## src/rtl/mdu_pkg.sv

```systemverilog
package mdu_pkg;
  localparam logic [3:0] OVS_LAST = 4'd15;
  localparam logic [3:0] OVS_MID  = 4'd7;
  localparam int         FRAME_W  = 12;

  typedef enum logic [1:0] {PAR_NONE = 2'd0, PAR_EVEN = 2'd1, PAR_ODD = 2'd2} par_e;
  typedef enum logic [2:0] {RX_IDLE, RX_START, RX_DATA, RX_SLOT, RX_STOP} rx_st_e;

  function automatic logic [3:0] data_bits(input logic [1:0] sel, input logic adr);
    return adr ? 4'd8 : (4'd5 + {2'b00, sel});
  endfunction

  function automatic logic [7:0] data_mask(input logic [3:0] n);
    return 8'hFF >> (4'd8 - n);
  endfunction
endpackage

```

## src/rtl/mdu_tick.sv

```systemverilog
module mdu_tick #(
  parameter int DIV_W = 16
) (
  input  logic             clk,
  input  logic             rst,
  input  logic [DIV_W-1:0] divisor,
  output logic             tick
);
  logic [DIV_W-1:0] cnt;

  always_ff @(posedge clk) begin
    if (rst) begin
      cnt  <= '0;
      tick <= 1'b0;
    end else if (cnt == '0) begin
      cnt  <= divisor;
      tick <= 1'b1;
    end else begin
      cnt  <= cnt - 1'b1;
      tick <= 1'b0;
    end
  end
endmodule

```

## src/rtl/mdu_tx.sv

```systemverilog
module mdu_tx
  import mdu_pkg::*;
(
  input  logic       clk,
  input  logic       rst,
  input  logic       tick,
  input  logic       wr,
  input  logic [8:0] wdata,
  input  logic [1:0] char_len,
  input  logic       two_stop,
  input  logic [1:0] parity_mode,
  input  logic       addr_mode,
  output logic       ready,
  output logic       txd
);
  logic               hold_v;
  logic [8:0]         hold_d;
  logic               busy;
  logic [FRAME_W-1:0] sr;
  logic [3:0]         left;
  logic [3:0]         tcnt;

  logic [FRAME_W-1:0] frame;
  logic [3:0]         n_bits;
  logic [3:0]         pos;
  logic [3:0]         len;
  logic               par_bit;

  always_comb begin
    n_bits  = data_bits(char_len, addr_mode);
    par_bit = (^(hold_d[7:0] & data_mask(n_bits))) ^ (parity_mode == PAR_ODD);
    frame   = '1;
    frame[0] = 1'b0;
    for (int i = 0; i < 8; i++) begin
      if (4'(i) < n_bits) frame[i+1] = hold_d[i];
    end
    pos = n_bits + 4'd1;
    if (addr_mode) begin
      frame[pos] = hold_d[8];
      pos = pos + 4'd1;
    end else if (parity_mode != PAR_NONE) begin
      frame[pos] = par_bit;
      pos = pos + 4'd1;
    end
    len = pos + (two_stop ? 4'd2 : 4'd1);
  end

  always_ff @(posedge clk) begin
    if (rst) begin
      hold_v <= 1'b0;
      hold_d <= '0;
      busy   <= 1'b0;
      txd    <= 1'b1;
      sr     <= '1;
      left   <= '0;
      tcnt   <= '0;
    end else begin
      if (wr && !hold_v) begin
        hold_v <= 1'b1;
        hold_d <= wdata;
      end
      if (!busy && hold_v) begin
        busy   <= 1'b1;
        hold_v <= 1'b0;
        txd    <= 1'b0;
        sr     <= frame >> 1;
        left   <= len - 4'd1;
        tcnt   <= '0;
      end else if (busy && tick) begin
        if (tcnt == OVS_LAST) begin
          tcnt <= '0;
          if (left == '0) begin
            busy <= 1'b0;
            txd  <= 1'b1;
          end else begin
            txd  <= sr[0];
            sr   <= {1'b1, sr[FRAME_W-1:1]};
            left <= left - 4'd1;
          end
        end else begin
          tcnt <= tcnt + 4'd1;
        end
      end
    end
  end

  assign ready = !hold_v;
endmodule

```

## src/rtl/mdu_rx.sv

```systemverilog
module mdu_rx
  import mdu_pkg::*;
(
  input  logic       clk,
  input  logic       rst,
  input  logic       tick,
  input  logic       rxd,
  input  logic [1:0] char_len,
  input  logic       two_stop,
  input  logic [1:0] parity_mode,
  input  logic       addr_mode,
  input  logic [7:0] own_addr,
  input  logic       rd,
  output logic [8:0] rx_data,
  output logic       rx_valid,
  output logic       err_frame,
  output logic       err_parity,
  output logic       err_overrun
);
  logic       s1, s2;
  rx_st_e     st;
  logic [3:0] tcnt;
  logic [2:0] bidx;
  logic [7:0] sh;
  logic       pbit;
  logic       ferr;
  logic       stops_left;
  logic       addressed;

  logic [3:0] n_bits;
  logic [7:0] data_m;
  logic       has_slot;
  logic       fin;
  logic       par_bad;
  logic       ninth;
  logic       want;

  always_comb begin
    n_bits   = data_bits(char_len, addr_mode);
    data_m   = sh & data_mask(n_bits);
    has_slot = addr_mode || (parity_mode != PAR_NONE);
    fin      = (st == RX_STOP) && tick && (tcnt == OVS_LAST) && !stops_left;
    par_bad  = !addr_mode && (parity_mode != PAR_NONE) &&
               ((^data_m ^ pbit) != (parity_mode == PAR_ODD));
    ninth    = addr_mode && pbit;
    want     = !addr_mode || (ninth ? (data_m == own_addr) : addressed);
  end

  always_ff @(posedge clk) begin
    if (rst) begin
      s1 <= 1'b1;
      s2 <= 1'b1;
    end else begin
      s1 <= rxd;
      s2 <= s1;
    end
  end

  always_ff @(posedge clk) begin
    if (rst) begin
      st         <= RX_IDLE;
      tcnt       <= '0;
      bidx       <= '0;
      sh         <= '0;
      pbit       <= 1'b0;
      ferr       <= 1'b0;
      stops_left <= 1'b0;
    end else if (tick) begin
      case (st)
        RX_IDLE: if (!s2) begin
          st   <= RX_START;
          tcnt <= '0;
        end
        RX_START: if (tcnt == OVS_MID) begin
          tcnt <= '0;
          bidx <= '0;
          sh   <= '0;
          pbit <= 1'b0;
          st   <= s2 ? RX_IDLE : RX_DATA;
        end else tcnt <= tcnt + 4'd1;
        RX_DATA: if (tcnt == OVS_LAST) begin
          tcnt     <= '0;
          sh[bidx] <= s2;
          if (bidx == 3'(n_bits - 4'd1)) begin
            st         <= has_slot ? RX_SLOT : RX_STOP;
            ferr       <= 1'b0;
            stops_left <= two_stop;
          end else bidx <= bidx + 3'd1;
        end else tcnt <= tcnt + 4'd1;
        RX_SLOT: if (tcnt == OVS_LAST) begin
          tcnt <= '0;
          pbit <= s2;
          st   <= RX_STOP;
        end else tcnt <= tcnt + 4'd1;
        RX_STOP: if (tcnt == OVS_LAST) begin
          tcnt <= '0;
          if (!s2) ferr <= 1'b1;
          if (stops_left) stops_left <= 1'b0;
          else st <= RX_IDLE;
        end else tcnt <= tcnt + 4'd1;
        default: st <= RX_IDLE;
      endcase
    end
  end

  always_ff @(posedge clk) begin
    if (rst) begin
      addressed   <= 1'b0;
      rx_data     <= '0;
      rx_valid    <= 1'b0;
      err_frame   <= 1'b0;
      err_parity  <= 1'b0;
      err_overrun <= 1'b0;
    end else begin
      if (!addr_mode) addressed <= 1'b0;
      else if (fin && ninth) addressed <= (data_m == own_addr);
      if (rd && rx_valid) begin
        rx_valid    <= 1'b0;
        err_overrun <= 1'b0;
      end
      if (fin && want) begin
        if (rx_valid && !rd) begin
          err_overrun <= 1'b1;
        end else begin
          rx_data    <= {ninth, data_m};
          rx_valid   <= 1'b1;
          err_frame  <= ferr | !s2;
          err_parity <= par_bad;
        end
      end
    end
  end
endmodule

```

## src/rtl/mdrop_uart.sv

```systemverilog
module mdrop_uart #(
  parameter int DIV_W = 16
) (
  input  logic             clk,
  input  logic             rst,
  input  logic [DIV_W-1:0] divisor,
  input  logic [1:0]       char_len,
  input  logic             two_stop,
  input  logic [1:0]       parity_mode,
  input  logic             addr_mode,
  input  logic [7:0]       own_addr,
  input  logic             tx_wr,
  input  logic [8:0]       tx_data,
  output logic             tx_ready,
  output logic             txd,
  input  logic             rxd,
  input  logic             rx_rd,
  output logic [8:0]       rx_data,
  output logic             rx_valid,
  output logic             err_frame,
  output logic             err_parity,
  output logic             err_overrun
);
  logic tick;

  mdu_tick #(.DIV_W(DIV_W)) u_tick (
    .clk(clk), .rst(rst), .divisor(divisor), .tick(tick)
  );

  mdu_tx u_tx (
    .clk(clk), .rst(rst), .tick(tick), .wr(tx_wr), .wdata(tx_data),
    .char_len(char_len), .two_stop(two_stop), .parity_mode(parity_mode),
    .addr_mode(addr_mode), .ready(tx_ready), .txd(txd)
  );

  mdu_rx u_rx (
    .clk(clk), .rst(rst), .tick(tick), .rxd(rxd), .char_len(char_len),
    .two_stop(two_stop), .parity_mode(parity_mode), .addr_mode(addr_mode),
    .own_addr(own_addr), .rd(rx_rd), .rx_data(rx_data), .rx_valid(rx_valid),
    .err_frame(err_frame), .err_parity(err_parity), .err_overrun(err_overrun)
  );
endmodule

```

## config.mk

```make
export PLATFORM = sky130hd
export DESIGN_NAME = mdrop_uart
export DESIGN_NICKNAME = d
export VERILOG_FILES = /design/src/rtl/mdu_pkg.sv /design/src/rtl/mdu_tick.sv /design/src/rtl/mdu_tx.sv /design/src/rtl/mdu_rx.sv /design/src/rtl/mdrop_uart.sv
export SDC_FILE = /design/constraint.sdc
export NUM_CORES = 1
export LEC_CHECK = 0
export BUFFER_PORTS_ARGS = -buffer_cell sky130_fd_sc_hd__buf_2
export CELL_PAD_IN_SITES_DETAIL_PLACEMENT = 0
export CELL_PAD_IN_SITES_GLOBAL_PLACEMENT = 2
export CORE_MARGIN = 4
export CORE_UTILIZATION = 35
export DETAILED_ROUTE_END_ITERATION = 10
export PLACE_DENSITY = 0.84
export SETUP_SLACK_MARGIN = 0.3
export SLEW_MARGIN = 0
export SYNTH_ARGS = -nofsm -noshare
export SYNTH_HDL_FRONTEND = slang
export SYNTH_SLANG_ARGS = --single-unit
```

## constraint.sdc

```tcl
create_clock -name clk -period 3.9 [get_ports clk]
set_input_delay 0 -clock clk [delete_from_list [all_inputs] [get_ports clk]]
set_output_delay 0 -clock clk [all_outputs]
set_load 0.005 [all_outputs]
```

==> results.json <==
{
  "gp_congestion": 0.831,
  "routed_wl_um": 13700,
  "path_cells": "buf_2, ha_1, inv_1, nor2_1, inv_1, ha_1, ha_1, nand2b_1, nand2_1, xor2_1, xnor3_1, nand2_1, xnor2_4, a41oi_1, o31a_1",
  "route.vias.total": 4689,
  "synthCells": 642,
  "worst_ep_arrival_time_ns": 3.45,
  "cts_tree": "yes",
  "final_area_um2": 6060,
  "finalHoldViolations": 0,
  "hpwl_um": 9720,
  "gr-total-overflow": 0,
  "crit_top_cell": "ha_1",
  "coreArea_um2": 14000,
  "numCtsBuffers": 9,
  "cts_max_level": 3,
  "yosysWarnings": 0,
  "synth_area_um2": 5050,
  "row_count": 43,
  "seqCellArea_um2": 1720,
  "period_needed_ns": 3.21,
  "cp_slowest_stage_delay_ns": 0.43,
  "ant_nets": 0,
  "dr.pass1.iters": 4,
  "grt_max_degree": 49,
  "avgSynthCellArea_um2": 7.86,
  "synth-seq-cells": 86,
  "antenna_found_initial": 0,
  "slew_viol_final": 0,
  "required_ns": 4.14,
  "holdCritPathClass": "in -> reg",
  "cp_top_family": "adder cells",
  "clk_latency_ns": 0.35,
  "clock_sinks": 86,
  "drv_cap": 0,
  "diodes": 0,
  "skew_ns": 0.00673,
  "total_power_mw": 2.69,
  "finalCritPeriodShare_pct": 82.4,
  "drtIter0Drc": 241,
  "layout-drive-gt1-share_pct": 13.0,
  "cts_setup_buffers": 0,
  "multi_input_area_um2": 3100,
  "syn-num-nets": 706,
  "synth_edf_count": 0,
  "die_h_um": 128,
  "setup_violations": 0,
  "critical_path.startpoint": "char_len[0]",
  "p_per_area_nw_per_um2": 443,
  "ys_seq_area_share_pct": 34.1,
  "clockBufferDepth": 2,
  "criticalPathCategory": "in -> reg",
  "cp_max_fo": 11,
  "start_kind": "input pin",
  "root_buffer": "clkbuf_16",
  "cp-end-kind": "register",
  "die_w_um": 128,
  "rsz0062_at_grt": "no",
  "setup-tns-final_ns": 0,
  "grt_use_total_pct": 17.1,
  "leakagePower_nw": 2.38,
  "grt_pass1_vias": 4501,
  "nFillCells": 1428,
  "status": "finished, final reports clean",
  "max_freq_mhz": 311,
  "synth_flop_cell": "dfxtp_1",
  "placed_cell_area_um2": 5460,
  "io_buffer_count": 58,
  "drc": 0,
  "async_reset_ff_share_pct": 0,
  "post_drt_wl_per_cell_um": 15.3,
  "avgViaCountPerCell": 5.25,
  "syn_to_final_growth_pct": 20.1,
  "synth.distinct_cells": 56,
  "die_area_um2": 16400,
  "hold_start": "two_stop",
  "start_util_pct": 36.1,
  "ir_drop_uv": 294,
  "grt_pass1_wl_um": 22700,
  "r2r-start": "u_tx.left[0]",
  "cp_slowest_cell": "ha_1",
  "critPathBufInv": 3,
  "max_slew_margin_pct": 21.1,
  "final_nets": 772,
  "io_pins": 59,
  "worst_pin_slew_ns": 1.18,
  "clkTransAtPathRegs_ns": 0.06
}
[cell type report]
type / count / share of cell area, %
multi-input cells: 495 / 51.1
well taps: 180 / 3.72
flip-flops and latches: 86 / 28.4
repair buffers: 91 / 10.0
inverters: 25 / 1.55
clock inverters: 6 / 1.26
clock buffers: 10 / 3.94
[layer usage]
metal | up-vias | part of all wire, % | track usage (%)
li1 | 2389 | - | -
met1 | 2185 | 47 | 22.2
met2 | 99 | 48 | 28.3
met3 | 16 | 4.3 | 4.46
met4 | 0 | 1.4 | 4.68
met5 | - | 0 | 0
[tightest hold or removal path, stage by stage]
cell     delay, ns
buf_2         0.14
mux2i_1       0.14
nor3_1        0.05
[cell families after synthesis]
logic type | share of synthesized area [%]
compound gates | 20.4
mux | 2.65
flops | 34.1
simple gates | 24.0
buf+inv | 4.74
fa+ha+maj | 5.11
xor+xnor | 9.03
[cell usage in the layout (no fill, tap or decap), drive strengths merged, types with 3 or more instances in the layout]
| cell | instances |
|---|---|
| a211oi | 27 |
| nor2 | 82 |
| dlygate4sd3 | 27 |
| nand3 | 19 |
| dfxtp | 86 |
| mux2i | 10 |
| o31a | 4 |
| and3 | 7 |
| a31oi | 3 |
| inv | 28 |
| a21oi | 55 |
| o21bai | 3 |
| o21ai | 27 |
| a221oi | 4 |
| ha | 19 |
| a22oi | 9 |
| or2 | 3 |
| o41ai | 3 |
| nand2b | 17 |
| nor2b | 9 |
| nand2 | 69 |
| buf | 64 |
| clkbuf | 10 |
| nor4 | 4 |
| xor2 | 13 |
| nor3 | 13 |
| nor3b | 4 |
| mux2 | 3 |
| nand4 | 8 |
| or3 | 11 |
| o31ai | 4 |
| a311oi | 7 |
| xnor2 | 33 |
[cell usage after synthesis, types with 2 or more instances]
master | number | share of area [%]
dfxtp_1 | 86 | 34
nor2_1 | 81 | 6.0
nand2_1 | 69 | 5.1
a21oi_1 | 55 | 5.5
xnor2_1 | 32 | 5.6
a211oi_1 | 26 | 3.9
o21ai_0 | 26 | 2.6
inv_1 | 25 | 1.9
clkbuf_1 | 23 | 1.7
ha_1 | 19 | 4.7
nand3_1 | 19 | 1.9
nand2b_1 | 17 | 2.1
nor3_1 | 13 | 1.3
xor2_1 | 13 | 2.3
or3_1 | 11 | 1.4
mux2i_1 | 10 | 2.0
a22oi_1 | 9 | 1.3
nor2b_1 | 9 | 1.1
nand4_1 | 8 | 0.99
a311oi_1 | 7 | 1.2
and3_1 | 7 | 0.87
buf_2 | 6 | 0.60
buf_1 | 5 | 0.37
nor3b_1 | 4 | 0.60
nor4_1 | 4 | 0.50
o31a_1 | 4 | 0.69
o31ai_1 | 4 | 0.60
a221oi_1 | 3 | 0.52
a31oi_1 | 3 | 0.37
mux2_2 | 3 | 0.67
o21bai_1 | 3 | 0.45
o41ai_1 | 3 | 0.52
or2_2 | 3 | 0.37
a21boi_0 | 2 | 0.30
a21o_1 | 2 | 0.30
a31o_2 | 2 | 0.35
and3b_1 | 2 | 0.35
clkbuf_2 | 2 | 0.20
nand3b_1 | 2 | 0.30
nand4b_1 | 2 | 0.35
or4_1 | 2 | 0.30
xnor3_1 | 2 | 0.89
[registers in the layout, indices dropped and copies added (netlist names), 3 cells and up]
| signal | flops |
|---|---|
| u_rx.rx_data | 9 |
| u_rx.sh | 8 |
| u_tx.sr | 12 |
| u_tx.left | 4 |
| u_rx.st | 3 |
| u_tx.hold_d | 9 |
| u_tx.tcnt | 4 |
| u_rx.bidx | 3 |
| u_rx.tcnt | 4 |
| u_tick.cnt | 16 |
[report_power, final]
| group | total [mW] | internal [mW] | switching [mW] |
|---|---|---|---|
| clock | 0.914 | 0.525 | 0.388 |
| sequential | 1.07 | 0.978 | 0.0873 |
| combinational | 0.707 | 0.318 | 0.389 |
| total | 2.69 | 1.82 | 0.865 |
[path summary, 6_finish.rpt]
path,cells past startpoint,slack [ns],to
setup reg to reg,9,1.33,u_tx.sr[4]
setup / recovery,15,0.69,u_tx.sr[9]
hold / removal,3,0.03,u_rx.stops_left
hold reg to reg,1,0.41,u_rx.s2
[repair_timing]
action	CTS	global route
endpoints found under the setup margin	0	3
hold buffers	27	0
resized for setup	0	1
hold endpoints to repair	27	0
[stage by stage]
stage	hold slack, ns	util, %	setup WS [ns]	instances
3_3_place_gp	0.186	39.0	0.440	850
5_1_grt	0.0383	43.3	0.381	893
4_1_cts	0.0267	43.2	0.602	893
2_1_floorplan	0.0956	-	0.670	642
6_report	0.0322	43.3	0.686	893
3_5_place_dp	0.190	39.0	0.221	850
Power figures use the tool's default switching activity.
